$ cat config.mk
export PLATFORM = sky130hd
export DESIGN_NAME = efc_top
export DESIGN_NICKNAME = d
export VERILOG_FILES = /design/src/rtl/efc_pkg.sv /design/src/rtl/efc_resolve.sv /design/src/rtl/efc_steer.sv /design/src/rtl/efc_fetch_regs.sv /design/src/rtl/efc_top.sv
export SDC_FILE = /design/constraint.sdc
export NUM_CORES = 1
export LEC_CHECK = 0
export BUFFER_PORTS_ARGS = -buffer_cell sky130_fd_sc_hd__buf_4
export CORE_MARGIN = 3
export CORE_UTILIZATION = 56
export DETAILED_ROUTE_END_ITERATION = 10
export GPL_TIMING_DRIVEN = 0
export PLACE_DENSITY = 0.87
export SYNTH_ARGS = -nofsm -noshare
export SYNTH_HDL_FRONTEND = slang
export SYNTH_SLANG_ARGS = --single-unit
$ cat constraint.sdc
create_clock -name clk -period 6.75 [get_ports clk]
set_input_delay 1.35 -clock clk [delete_from_list [all_inputs] [get_ports clk]]
set_output_delay 1.35 -clock clk [all_outputs]
set_load 0.05 [all_outputs]
$ cat src/rtl/efc_pkg.sv
package efc_pkg;

    parameter int unsigned XLEN     = 32;
    parameter int unsigned INSTR_W  = 32;
    parameter int unsigned PC_STEP  = 4;

    typedef enum logic [1:0] {
        POL_STALL = 2'b00,
        POL_PNT   = 2'b01,
        POL_DELAY = 2'b10
    } policy_e;

    typedef enum logic [1:0] {
        BK_NONE = 2'b00,
        BK_EQZ  = 2'b01,
        BK_NEZ  = 2'b10,
        BK_RSVD = 2'b11
    } brkind_e;

    typedef struct packed {
        logic            active;
        logic            taken;
        logic [XLEN-1:0] target;
    } resolve_t;

    typedef struct packed {
        logic               valid;
        logic [XLEN-1:0]    pc;
        logic [INSTR_W-1:0] word;
    } fd_entry_t;

    function automatic policy_e decode_policy(input logic [1:0] raw);
        case (raw)
            2'b01:   return POL_PNT;
            2'b10:   return POL_DELAY;
            default: return POL_STALL;
        endcase
    endfunction

    function automatic logic is_branch(input brkind_e k);
        return (k == BK_EQZ) || (k == BK_NEZ);
    endfunction

    function automatic logic cond_true(input brkind_e k, input logic [XLEN-1:0] v);
        logic zero;
        zero = (v == '0);
        case (k)
            BK_EQZ:  return zero;
            BK_NEZ:  return !zero;
            default: return 1'b0;
        endcase
    endfunction

endpackage

$ cat src/rtl/efc_resolve.sv
module efc_resolve
    import efc_pkg::*;
#(
    parameter int unsigned OFF_W = 16
) (
    input  logic             entry_valid,
    input  brkind_e          kind,
    input  logic [XLEN-1:0]  test_val,
    input  logic [XLEN-1:0]  branch_pc,
    input  logic [OFF_W-1:0] offset,
    output resolve_t         res
);
    localparam int unsigned SHIFT = 2;
    localparam int unsigned EXT_W = XLEN - OFF_W;

    logic [XLEN-1:0] off_ext;
    logic [XLEN-1:0] off_bytes;
    logic [XLEN-1:0] seq_pc;

    always_comb begin
        off_ext   = {{EXT_W{offset[OFF_W-1]}}, offset};
        off_bytes = off_ext << SHIFT;
        seq_pc    = branch_pc + XLEN'(PC_STEP);
    end

    always_comb begin
        res.active = entry_valid && is_branch(kind);
        res.taken  = res.active && cond_true(kind, test_val);
        res.target = seq_pc + off_bytes;
    end

endmodule

$ cat src/rtl/efc_steer.sv
module efc_steer
    import efc_pkg::*;
(
    input  logic            clk,
    input  logic            rst,
    input  policy_e         policy,
    input  resolve_t        res,
    input  logic            hazard_hold,
    input  logic [XLEN-1:0] fetch_pc,
    output logic [XLEN-1:0] next_pc,
    output logic            flush,
    output logic            fetch_stall
);
    logic [XLEN-1:0] seq_next;
    logic            act;

    always_comb begin
        seq_next    = fetch_pc + XLEN'(PC_STEP);
        act         = res.active && !hazard_hold;
        next_pc     = seq_next;
        flush       = 1'b0;
        fetch_stall = hazard_hold;
        if (hazard_hold) begin
            next_pc = fetch_pc;
        end else if (act) begin
            case (policy)
                POL_PNT: begin
                    flush   = res.taken;
                    next_pc = res.taken ? res.target : seq_next;
                end
                POL_DELAY: begin
                    next_pc = res.taken ? res.target : seq_next;
                end
                default: begin
                    flush       = 1'b1;
                    fetch_stall = 1'b1;
                    next_pc     = res.taken ? res.target : fetch_pc;
                end
            endcase
        end
    end

    AST_FLUSH_NEEDS_BRANCH: assert property (@(posedge clk) disable iff (rst)
        flush |-> res.active);
    AST_NO_FLUSH_IN_HOLD: assert property (@(posedge clk) disable iff (rst)
        hazard_hold |-> (!flush && next_pc == fetch_pc));

endmodule

$ cat src/rtl/efc_fetch_regs.sv
module efc_fetch_regs
    import efc_pkg::*;
#(
    parameter logic [XLEN-1:0] RESET_PC = '0
) (
    input  logic               clk,
    input  logic               rst,
    input  logic               hold,
    input  logic               flush,
    input  logic [XLEN-1:0]    next_pc,
    input  logic [INSTR_W-1:0] fetched_word,
    output logic [XLEN-1:0]    pc_q,
    output fd_entry_t          fd_q
);
    always_ff @(posedge clk) begin
        if (rst) begin
            pc_q     <= RESET_PC;
            fd_q     <= '0;
        end else begin
            pc_q <= next_pc;
            if (!hold) begin
                if (flush) begin
                    fd_q.valid <= 1'b0;
                    fd_q.word  <= '0;
                    fd_q.pc    <= pc_q;
                end else begin
                    fd_q.valid <= 1'b1;
                    fd_q.word  <= fetched_word;
                    fd_q.pc    <= pc_q;
                end
            end
        end
    end

    AST_FLUSH_BUBBLE: assert property (@(posedge clk) disable iff (rst)
        (flush && !hold) |=> (!fd_q.valid && fd_q.word == '0));
    AST_HOLD_FREEZES: assert property (@(posedge clk) disable iff (rst)
        hold |=> ($stable(fd_q) && $stable(pc_q)));

endmodule

$ cat src/rtl/efc_top.sv
module efc_top
    import efc_pkg::*;
#(
    parameter int unsigned     OFF_W    = 16,
    parameter logic [XLEN-1:0] RESET_PC = '0
) (
    input  logic               clk,
    input  logic               rst,
    input  logic [1:0]         policy_i,
    input  logic [INSTR_W-1:0] imem_word_i,
    input  logic               hazard_hold_i,
    input  logic [1:0]         br_kind_i,
    input  logic [XLEN-1:0]    br_reg_i,
    input  logic [OFF_W-1:0]   br_off_i,
    output logic [XLEN-1:0]    fetch_pc_o,
    output logic [XLEN-1:0]    next_pc_o,
    output logic [INSTR_W-1:0] dec_word_o,
    output logic [XLEN-1:0]    dec_pc_o,
    output logic               dec_valid_o,
    output logic               flush_o,
    output logic               fetch_stall_o
);
    policy_e   mode_q;
    resolve_t  res;
    fd_entry_t fd;
    logic [XLEN-1:0] pc;
    logic [XLEN-1:0] nxt;
    logic            flush;
    logic            fstall;

    always_ff @(posedge clk) begin
        if (rst) mode_q <= decode_policy(policy_i);
    end

    efc_resolve #(.OFF_W(OFF_W)) u_resolve (
        .entry_valid (fd.valid),
        .kind        (brkind_e'(br_kind_i)),
        .test_val    (br_reg_i),
        .branch_pc   (fd.pc),
        .offset      (br_off_i),
        .res         (res)
    );

    efc_steer u_steer (
        .clk         (clk),
        .rst         (rst),
        .policy      (mode_q),
        .res         (res),
        .hazard_hold (hazard_hold_i),
        .fetch_pc    (pc),
        .next_pc     (nxt),
        .flush       (flush),
        .fetch_stall (fstall)
    );

    efc_fetch_regs #(.RESET_PC(RESET_PC)) u_regs (
        .clk          (clk),
        .rst          (rst),
        .hold         (hazard_hold_i),
        .flush        (flush),
        .next_pc      (nxt),
        .fetched_word (imem_word_i),
        .pc_q         (pc),
        .fd_q         (fd)
    );

    assign fetch_pc_o    = pc;
    assign next_pc_o     = nxt;
    assign dec_word_o    = fd.word;
    assign dec_pc_o      = fd.pc;
    assign dec_valid_o   = fd.valid;
    assign flush_o       = flush;
    assign fetch_stall_o = fstall;

    AST_PC_TRACKS_NEXT: assert property (@(posedge clk) disable iff (rst)
        1'b1 |=> (fetch_pc_o == $past(next_pc_o)));
    AST_DELAY_NEVER_FLUSHES: assert property (@(posedge clk) disable iff (rst)
        (mode_q == POL_DELAY) |-> !flush_o);
    AST_POLICY_FROZEN: assert property (@(posedge clk) disable iff (rst)
        1'b1 |=> $stable(mode_q));

endmodule

==> impl_metrics.py <==
metrics = {
    "worst_hold_path": {
        "hold_path_class": "register to register",
        "worstHoldPathCells": 2,
        "hold_end": "u_regs.fd_q[23]",
        "min_from": "u_regs.fd_q[23]",
    },
    "floorplanning": {
        "coreArea_sq_um": 11600,
        "rows": 39,
        "start_util_pct": 58.5,
        "fp.dieH_um": 116,
        "fp.dieW_um": 116,
        "io_pins": 218,
        "die_area_sq_um": 13500,
    },
    "critical_path": {
        "worst_setup_path_start_kind": "primary input",
        "reg2reg_depth": 10,
        "crit_type": "primary input to output pin",
        "timing.rr.end": "u_regs.pc_q[29]",
        "crit_arrival_ns": 4.93,
        "critPathMaxFanout": 4,
        "rr_startpoint": "u_regs.fd_q[35]",
        "crit_required_ns": 5.40,
        "rrSetupSlack_ns": 3.12,
        "critPathCaptureType": "output pin",
    },
    "cts": {
        "ctsHtreeMaxLevel": 3,
        "cts_tree": "built",
        "clkTransAtPathRegs_ns": 0.07,
        "clock_path_buffers": 2,
        "clock_latency_ns": 0.37,
        "post_cts_buffers": 0,
        "hold_buffers": 0,
        "cts_sinks": 99,
        "ctsResizeCount": 0,
        "numCtsBuffers": 9,
        "root_buffer": "clkbuf_16",
    },
    "detailed_routing": {
        "ant_nets": 0,
        "drt-wirelength-per-cell_um": 18.2,
        "drt-initial-drc-count": 886,
        "finalWirelength_mm": 22.8,
        "viasPerCell": 6.18,
        "route.detailed.drc": 0,
        "first_pass_iters": 5,
        "num_vias": 7752,
    },
    "grt": {
        "grt_antenna_before_repair": 0,
        "grt_pass1_wl_mm": 34.6,
        "gr-total-overflow": 0,
        "grt_max_degree": 19,
        "grt_pass1_vias": 6877,
        "grt.total_usage_pct": 32.4,
    },
    "logic_synthesis": {
        "synthDistinctLibCells": 66,
        "synth_edf_count": 2,
        "ys_top_cells_by_area": "dfxtp_1 29%, ha_1 11%, a21oi_1 6.5%, nor2_1 5.7%, mux2i_1 5.6%",
        "seq_area_frac_synth_pct": 29.5,
        "syn_avg_cell_area_sq_um": 7.72,
        "synth_area_sq_um": 6790,
        "yosysWarnings": 0,
        "synth_top_cell_area_share_pct": 28.6,
        "synth_flop_cell": "dfxtp_1",
        "synth_top_area_cell": "dfxtp_1",
        "synthCells": 880,
        "synth.net_count": 1030,
        "synth-async-reset-ratio_pct": 0,
        "ys_seq_elements": 99,
    },
    "cells_and_area": {
        "layout-drive-gt1-share_pct": 22.4,
        "post-route-util_pct": 76.4,
        "finalInstanceArea_sq_um": 8880,
        "area_growth_pct": 30.7,
        "instances_no_fill": 1254,
        "nets": 1257,
        "antenna-diode-count": 0,
    },
    "sta": {
        "finalClockSkew_ns": 0.00970,
        "grt_setup_unrepaired": "false",
        "worst_pin_slew_ns": 0.844,
        "hold_ws_ns": 0.463,
        "slew_headroom_pct": 43.1,
        "fin_crit_sh_pct": 93.0,
        "fmax_ghz": 0.159,
        "setup_viol": 0,
        "finalHoldViolations": 0,
        "fin_tns_setup_ns": 0,
        "maxSlewViolCount": 0,
        "fin_crit_ns": 6.28,
        "fin_ws_ns": 0.470,
    },
    "power_and_ir_drop": {
        "p_sw_share_pct": 34.7,
        "ir_worst_vdd_mv": 0.197,
        "fin_total_pwr_mw": 1.53,
        "p_per_area_nw_per_um2": 172,
        "pwr-share-seq_pct": 40.9,
        "intPower_mw": 0.999,
        "comb_power_share_pct": 25.3,
        "clkPwrFrac_pct": 33.7,
        "p_leak_nw": 4.01,
        "p_sw_mw": 0.530,
    },
    "placement": {
        "io_buffers": 216,
        "dpl.hpwl_mm": 17.6,
        "gp_congestion": 0.970,
        "preCtsSetupSlack_ns": 0.588,
        "placed_area_sq_um": 8590,
        "dpl.cell_count": 1239,
    },
    "job": {
        "cap_violations": 0,
    },
    "status": {
        "outcome": "complete, no violations",
    },
}
==> state kept, by name (all words and copies together) (netlist names) <==
name	cells
u_regs.fd_q	65
u_regs.pc_q	32
mode_q	2
==> power by group through the flow <==
stage	sequential (mW)	clock, mW	combinational, mW
2_1_floorplan	0.701	0	0.180
3_3_place_gp	0.637	0	0.378
3_5_place_dp	0.638	0	0.383
4_1_cts	0.625	0.515	0.384
5_1_grt	0.628	0.537	0.412
6_report	0.626	0.516	0.388
==> cells in the mapped netlist, types with 4 or more instances <==
| cell type | instances |
|---|---|
| a211oi_1 | 8 |
| a21boi_0 | 4 |
| a21o_1 | 6 |
| a21oi_1 | 88 |
| a31oi_1 | 14 |
| and2_1 | 19 |
| and3_1 | 6 |
| and4_1 | 7 |
| buf_2 | 4 |
| clkbuf_1 | 45 |
| dfxtp_1 | 97 |
| ha_1 | 62 |
| inv_1 | 24 |
| mux2_2 | 4 |
| mux2i_1 | 38 |
| nand2_1 | 88 |
| nand2b_1 | 5 |
| nand3_1 | 56 |
| nand4_1 | 12 |
| nor2_1 | 103 |
| nor2b_1 | 7 |
| nor3_1 | 22 |
| nor4_1 | 19 |
| o211ai_1 | 4 |
| o21a_1 | 5 |
| o21ai_0 | 38 |
| or3_1 | 8 |
| or4_1 | 8 |
| xnor2_1 | 13 |
| xor2_1 | 8 |
==> cell usage in the layout (no fill, tap or decap), types with 38 or more instances in the layout <==
master / n
clkbuf_1: 45
mux2i_1: 38
ha_1: 62
o21ai_0: 38
dfxtp_1: 97
nand2_1: 88
nand3_1: 56
nor2_1: 103
buf_4: 216
a21oi_1: 88
==> cell families (layout without fill, tap and decap cells) <==
family | Yosys count | in the layout | synth area share (%)
fa+ha+maj | 63 | 63 | 11.7
xor+xnor | 21 | 21 | 2.71
simple gates | 375 | 375 | 27.2
flops | 99 | 99 | 29.5
compound gates | 206 | 206 | 18.5
buf+inv | 74 | 305 | 4.16
mux | 42 | 42 | 6.26
==> worst max path at each step <==
stage                start       endpoint  slack (ns)  cells after the start
2_1_floorplan  br_off_i[1]  next_pc_o[31]        0.36                     10
6_report       br_off_i[1]  next_pc_o[23]        0.47                     13
3_5_place_dp   br_off_i[1]  next_pc_o[23]        0.59                     13
3_3_place_gp   br_off_i[1]  next_pc_o[29]        0.61                     12
5_1_grt        br_off_i[1]  next_pc_o[23]        0.27                     13
4_1_cts        br_off_i[1]  next_pc_o[23]        0.57                     13
==> critical path, cell delays in order <==
cell and delay (ns):
buf_4 0.11, ha_1 0.28, ha_1 0.23, fa_1 0.42, a211oi_1 0.36, o21ai_0 0.39
nand2_1 0.22, a21boi_0 0.18, o41ai_1 0.58, xnor2_1 0.19, nor2_1 0.07, nor3_1 0.30
buf_4 0.26
==> final cells by class <==
cell class                 instances  area (sq um)
multi-input combinational        707          4510
fill                             921          2740
sequential                        99          2000
timing repair buffer             216          1620
clock buffer                       9           225
buffer                            49           189
tap                              143           179
inverter                          25          93.8
clock inverter                     6          57.6
==> per-layer routing <==
layer  GRT usage, %  share of wire, %  vias up
met5              0                 0        -
met4           11.1               3.2        0
met3           7.25                11       64
met2           51.1                45      451
met1           44.1                41     3570
li1               -                 -     3667
(Power assumes the default switching activity.)
